File: config.mk
export PLATFORM = sky130hd
export DESIGN_NAME = tof_hit_topology
export DESIGN_NICKNAME = d
export VERILOG_FILES = /design/src/rtl/tof_topo_pkg.sv /design/src/rtl/tof_bar_coinc.sv /design/src/rtl/tof_pop_tree.sv /design/src/rtl/tof_b2b_find.sv /design/src/rtl/tof_hit_topology.sv
export SDC_FILE = /design/constraint.sdc
export NUM_CORES = 1
export LEC_CHECK = 0
export BUFFER_PORTS_ARGS = -buffer_cell sky130_fd_sc_hd__buf_4
export CORE_ASPECT_RATIO = 1.2
export CORE_MARGIN = 3
export CORE_UTILIZATION = 35
export DETAILED_ROUTE_END_ITERATION = 7
export SYNTH_ARGS = -nofsm -noshare
export SYNTH_HDL_FRONTEND = slang
export SYNTH_HIERARCHICAL = 1
export SYNTH_SLANG_ARGS = --single-unit
File: constraint.sdc
create_clock -name clk -period 5.1 [get_ports clk]
set_clock_uncertainty 0.05 [all_clocks]
set_input_delay 0.51 -clock clk [delete_from_list [all_inputs] [get_ports clk]]
set_output_delay 0.51 -clock clk [all_outputs]
set_load 0.01 [all_outputs]
File: src/rtl/tof_topo_pkg.sv
package tof_topo_pkg;

    // Map any signed index onto a closed ring of n positions.
    function automatic int wrap_idx(input int idx, input int n);
        return ((idx % n) + n) % n;
    endfunction

    // Number of bits needed to hold values 0..v.
    function automatic int bits_for(input int v);
        return (v < 2) ? 1 : $clog2(v + 1);
    endfunction

endpackage

File: src/rtl/tof_bar_coinc.sv
module tof_bar_coinc
    import tof_topo_pkg::*;
#(
    parameter int NB = 88
) (
    input  logic          clk,
    input  logic          rst,
    input  logic [NB-1:0] inner_i,
    input  logic [NB-1:0] outer_i,
    output logic [NB-1:0] hits_o
);

    logic [NB-1:0] hits_d;
    logic [NB-1:0] hits_q;

    // inner counter plus either azimuthal neighbour on the outer layer
    for (genvar i = 0; i < NB; i++) begin : g_pos
        localparam int LEFT  = wrap_idx(i - 1, NB);
        localparam int RIGHT = wrap_idx(i + 1, NB);
        assign hits_d[i] = inner_i[i] & (outer_i[LEFT] | outer_i[RIGHT]);
    end

    always_ff @(posedge clk) begin
        if (rst) hits_q <= '0;
        else     hits_q <= hits_d;
    end

    assign hits_o = hits_q;

    // no more qualified hits than inner counters that fired
    p_hit_has_inner_r1: assert property (@(posedge clk) disable iff (rst)
        $countones(hits_q) <= $countones($past(inner_i)));

endmodule

File: src/rtl/tof_pop_tree.sv
module tof_pop_tree
    import tof_topo_pkg::*;
#(
    parameter int N   = 88,
    parameter int GRP = 8
) (
    input  logic                 clk,
    input  logic                 rst,
    input  logic [N-1:0]         bits_i,
    output logic [bits_for(N)-1:0] sum_o
);

    localparam int NG = (N + GRP - 1) / GRP;
    localparam int GW = bits_for(GRP);
    localparam int SW = bits_for(N);

    logic [NG-1:0][GW-1:0] grp_d;
    logic [NG-1:0][GW-1:0] grp_q;
    logic [SW-1:0]         tot_d;
    logic [SW-1:0]         tot_q;

    // First level: one partial count per group of GRP bits
    always_comb begin
        for (int g = 0; g < NG; g++) begin
            grp_d[g] = '0;
            for (int b = 0; b < GRP; b++) begin
                if (g * GRP + b < N) grp_d[g] = grp_d[g] + GW'(bits_i[g * GRP + b]);
            end
        end
    end

    // Second level: sum of the registered partial counts
    always_comb begin
        tot_d = '0;
        for (int g = 0; g < NG; g++) tot_d = tot_d + SW'(grp_q[g]);
    end

    always_ff @(posedge clk) begin
        if (rst) begin
            grp_q <= '0;
            tot_q <= '0;
        end else begin
            grp_q <= grp_d;
            tot_q <= tot_d;
        end
    end

    assign sum_o = tot_q;

    // an empty vector two edges back gives a zero sum
    p_zero_in_zero_sum_r3: assert property (@(posedge clk) disable iff (rst)
        ($past(bits_i, 2) == '0) |-> (tot_q == '0));

endmodule

File: src/rtl/tof_b2b_find.sv
module tof_b2b_find
    import tof_topo_pkg::*;
#(
    parameter int NB  = 88,
    parameter int WIN = 2
) (
    input  logic          clk,
    input  logic          rst,
    input  logic [NB-1:0] hits_i,
    output logic          flag_o
);

    localparam int HALF = NB / 2;
    localparam int SPAN = 2 * WIN + 1;

    logic [NB-1:0] pair_d;
    logic [NB-1:0] pair_q;
    logic          flag_q;

    // position i paired with any hit in the window opposite to it
    for (genvar i = 0; i < NB; i++) begin : g_pos
        logic [SPAN-1:0] opp;
        for (genvar d = 0; d < SPAN; d++) begin : g_off
            localparam int FAR = wrap_idx(i + HALF + d - WIN, NB);
            assign opp[d] = hits_i[FAR];
        end
        assign pair_d[i] = hits_i[i] & (|opp);
    end

    always_ff @(posedge clk) begin
        if (rst) begin
            pair_q <= '0;
            flag_q <= 1'b0;
        end else begin
            pair_q <= pair_d;
            flag_q <= |pair_q;
        end
    end

    assign flag_o = flag_q;

    // the symmetric window means a pairing is always seen from both ends
    p_pair_symmetric_r5: assert property (@(posedge clk) disable iff (rst)
        $countones(pair_q) != 1);

endmodule

File: src/rtl/tof_hit_topology.sv
module tof_hit_topology
    import tof_topo_pkg::*;
#(
    parameter int NB  = 88,
    parameter int NE  = 48,
    parameter int CW  = 4,
    parameter int WIN = 2,
    parameter int GRP = 8
) (
    input  logic          clk,
    input  logic          rst,
    input  logic          valid_i,
    input  logic [NB-1:0] inner_i,
    input  logic [NB-1:0] outer_i,
    input  logic [NE-1:0] endcap_i,
    output logic          valid_o,
    output logic [CW-1:0] barrel_cnt_o,
    output logic [CW-1:0] endcap_cnt_o,
    output logic          b2b_o
);

    localparam int LAT     = 4;
    localparam int CNT_MAX = (1 << CW) - 1;
    localparam int BSW     = bits_for(NB);
    localparam int ESW     = bits_for(NE);

    // Stage 1
    logic [NB-1:0] bar_hits;
    logic [NE-1:0] ec_q;
    // Stages 2..3
    logic [BSW-1:0] bar_sum;
    logic [ESW-1:0] ec_sum;
    logic           b2b_s3;
    // Valid alignment and warm-up tracking
    logic [LAT-1:0] vpipe_q;
    logic [2:0]     warm_q;

    tof_bar_coinc #(.NB(NB)) u_coinc (
        .clk     (clk),
        .rst     (rst),
        .inner_i (inner_i),
        .outer_i (outer_i),
        .hits_o  (bar_hits)
    );

    always_ff @(posedge clk) begin
        if (rst) ec_q <= '0;
        else     ec_q <= endcap_i;
    end

    tof_pop_tree #(.N(NB), .GRP(GRP)) u_bar_sum (
        .clk    (clk),
        .rst    (rst),
        .bits_i (bar_hits),
        .sum_o  (bar_sum)
    );

    tof_pop_tree #(.N(NE), .GRP(GRP)) u_ec_sum (
        .clk    (clk),
        .rst    (rst),
        .bits_i (ec_q),
        .sum_o  (ec_sum)
    );

    tof_b2b_find #(.NB(NB), .WIN(WIN)) u_b2b (
        .clk    (clk),
        .rst    (rst),
        .hits_i (bar_hits),
        .flag_o (b2b_s3)
    );

    // Stage 4: clamp counts and register every output
    always_ff @(posedge clk) begin
        if (rst) begin
            barrel_cnt_o <= '0;
            endcap_cnt_o <= '0;
            b2b_o        <= 1'b0;
        end else begin
            barrel_cnt_o <= (int'(bar_sum) > CNT_MAX) ? CW'(CNT_MAX) : CW'(bar_sum);
            endcap_cnt_o <= (int'(ec_sum)  > CNT_MAX) ? CW'(CNT_MAX) : CW'(ec_sum);
            b2b_o        <= b2b_s3;
        end
    end

    always_ff @(posedge clk) begin
        if (rst) begin
            vpipe_q <= '0;
            warm_q  <= '0;
        end else begin
            vpipe_q <= {vpipe_q[LAT-2:0], valid_i};
            if (warm_q != 3'(LAT)) warm_q <= warm_q + 3'd1;
        end
    end

    assign valid_o = vpipe_q[LAT-1];

    // strobe follows the input by exactly four edges once the pipe is full
    p_valid_latency_r6: assert property (@(posedge clk) disable iff (rst)
        (warm_q == 3'(LAT)) |-> (valid_o == $past(valid_i, 4)));

    // an opposite pair implies at least two counted barrel hits
    p_b2b_two_hits_r5: assert property (@(posedge clk) disable iff (rst)
        b2b_o |-> (barrel_cnt_o >= CW'(2)));

    // reset leaves every output low on the following cycle
    p_reset_clears_r7: assert property (@(posedge clk)
        $past(rst) |-> (!valid_o && !b2b_o && barrel_cnt_o == '0 && endcap_cnt_o == '0));

endmodule

==> flow_summary.ini <==
[outcome]
status = finished, final reports clean

[die]
ios = 237
placementRows = 80
core_region_area_mm2 = 0.0401
dieHeight_um = 228
die-area_mm2 = 0.0435
initial_utilization_pct = 35.8
die_x_um = 191

[detailed_routing]
viasPerCell = 4.54
drt_iter0_drc = 404
detailedRoute.firstPassIterationCount = 5
antenna_left = 0
drc = 0
wl_met2_um = 16700
routed-via-count = 9873
top_layer = met4
route.met3.wl_um = 2000
wl_met1_um = 13600
wl_per_cell_um = 15.4
routed_wl_um = 33400

[synth]
synth_ff_type = dfxtp_1
ys_top_cells_by_area = dfxtp_1 44%, fa_1 16%, inv_1 5.9%
synth_edf_count = 0
ys_seq_area_share_pct = 44.5
post_synth_inst_count = 1377
synth.distinct_cells = 32
synth-seq-cells = 319
synth_nets = 1787
yosysWarnings = 6
syn_area_per_cell_um2 = 10.4
async_flop_share_pct = 0
synthesis.area_mm2 = 0.0144
yosysTopAreaCell = dfxtp_1
synth_top_area_share_pct = 44.5

[sta]
setup_viol = 0
rsz0062_at_grt = false
finalCritPeriodShare_pct = 87.4
relSlewSlack_pct = 33.0
worst_pin_slew_ns = 1.00
finalSetupTns_ns = 0
final-max-slew-violation-count = 0
max_freq_ghz = 0.224
min_period_ns = 4.46
hold_violations = 0

[final_layout]
layout.nets = 2029
diodes = 0
area_delta_synth_final_pct = 23.9
drive_above_1_share_pct = 19.5
layout_commonest_cell = dfxtp_1
finalNonFillerCells = 2177
final_cell_mix = 319 x dfxtp_1, 238 x buf_4, 227 x inv_1
fillers = 3840

[clock_tree]
cts_buffer_depth = 3
worst_skew_pair.late_latency_ns = 0.51
clock_sinks = 319
cts_tree = done
clk_pin_slew_ns = 0.06
cts-root-buf = clkbuf_16
holdBufCountCts = 0
cts_made_buffers = 35
post-cts-setup-buffer-count = 0
htree_num_levels = 2
cts_resized = 0

[global_route]
antenna_found_initial = 0
grt_pass1_wl_um = 53400
grt_overflow = 0
grt_max_degree = 85
grt_usage_pct = 15.3
grt_pass1_vias = 10700

[power]
pwr-share-clk_pct = 36.2
ir_drop_mv = 0.207
switchingPower_uw = 1980
leakagePower_uw = 0.00859
combPwrFrac_pct = 23.9
power_density_mw_per_mm2 = 399
p_seq_share_pct = 39.9
intPower_uw = 5110
switching_share_pct = 28.0

[critical_path]
required_ns = 5.44
critPathMostFrequentCell = fa_1
crit_fanout = 2
cp_cell_sequence = fa_1 > inv_1 > fa_1 > fa_1 > fa_1 > inv_1 > fa_1 > ha_1 > inv_1 > fa_1 > nand2b_1 > a21oi_1 > mux2_1
critPathSlowestCell = fa_1
rr_startpoint = u_bar_sum/grp_q[2]
rrSetupSlack_ns = 0.64
worstSetupStartpointType = flop
cp.arrival_ns = 4.80
cp-end-kind = flop
crit_type = flop to flop
r2r_end = u_bar_sum/sum_o[6]
ff2ff_path_depth = 13
cpPeakStageDelay_ns = 0.54

[min_path]
min_to = ec_q[21]
worstHoldPathType = input port to flop
whs_path_depth = 2
hp-start = endcap_i[21]

[placement]
dp_cells = 2115
routabilityCongestion = 0.855
dpl.hpwl_um = 26400
port_buffers = 236

[run]
max-cap-violations = 0
-- synth_stat cells (23+ instances only) --
master,instances
a21oi_1,29
and3_1,30
dfxtp_1,319
fa_1,118
ha_1,65
inv_1,227
nand2_1,53
nor2_1,168
nor2b_1,91
nor3_1,23
nor3b_1,85
o211a_1,34
-- worst max-delay path by stage --
stage                  startpoint                 end  cells past startpoint
6_report       u_bar_sum/grp_q[2]  u_bar_sum/sum_o[6]                     13
5_1_grt        u_bar_sum/grp_q[2]  u_bar_sum/sum_o[6]                     13
4_1_cts        u_bar_sum/grp_q[2]  u_bar_sum/sum_o[6]                     13
3_5_place_dp   u_bar_sum/grp_q[2]  u_bar_sum/sum_o[6]                     13
3_3_place_gp   u_bar_sum/grp_q[2]  u_bar_sum/sum_o[6]                     13
2_1_floorplan  u_bar_sum/grp_q[2]  u_bar_sum/sum_o[6]                     13
-- worst max-delay path, delay by kind of cell, from the launching register on --
family / cells / cell delay, ns
compound gates: 1 / 0.14
flops: 1 / 0.32
fa+ha+maj: 7 / 3.19
buf+inv: 3 / 0.16
mux: 1 / 0.32
simple gates: 1 / 0.16
-- flip-flops by register name (all words and copies together) (netlist names) --
signal	cells
u_b2b/flag_o	1
u_b2b/pair_q	88
u_bar_sum/grp_q	44
u_ec_sum/sum_o	6
barrel_cnt_o	4
u_ec_sum/grp_q	24
b2b_o	1
ec_q	48
endcap_cnt_o	4
u_coinc/hits_o	88
u_bar_sum/sum_o	7
vpipe_q	4
-- power by group through the flow --
| stage | clock, uW | sequential [uW] | combinational, uW |
|---|---|---|---|
| final | 2570 | 2830 | 1700 |
| after global routing | 2750 | 2850 | 2030 |
| after CTS | 2660 | 2830 | 1750 |
| after detailed placement | 0 | 2890 | 1730 |
| after global placement | 0 | 2880 | 1690 |
| after floorplan | 0 | 2840 | 1230 |
-- metal layers --
layer / vias to the layer above / global-route usage (%)
li1: 4843 / -
met1: 4644 / 18.0
met2: 321 / 27.4
met3: 65 / 2.90
met4: 0 / 5.71
met5: - / 0
-- cells by family (layout without fill, tap and decap cells) --
group                      after synthesis  after routing  synth area share [%]
muxes                                    3              3                 0.235
AOI/OAI and AO/OA                       85             85                  4.85
adders and majority gates              183            183                  22.1
DFF                                    319            319                  44.5
buffers and inverters                  262            529                  7.52
and+or+nand+nor                        506            506                  19.7
xor gates and xnor gates                19             19                  1.16
-- final cells by class --
cell class	count	area (um2)	share of cell area, %
clock buffers	46	987	5.55
clock inverters	16	203	1.14
inverters	228	856	4.81
multi-input cells	796	6900	38.8
flip-flops and latches	319	6390	35.9
well taps	533	667	3.75
repair buffers	239	1800	10.1
-- per-stage QoR --
step | power, uW | util (%) | cell area [um2] | worst slack, ns | hold WS (ns)
floorplan | 4080 | - | 14400 | 0.773 | 0.364
CTS | 7240 | 44.3 | 17800 | 0.599 | 0.129
global route | 7630 | 44.3 | 17800 | 0.471 | 0.145
finish | 7100 | 44.3 | 17800 | 0.643 | 0.158
detailed placement | 4610 | 41.4 | 16600 | 0.617 | 0.385
global placement | 4580 | 41.4 | 16600 | 0.664 | 0.378
(Power assumes the default switching activity.)
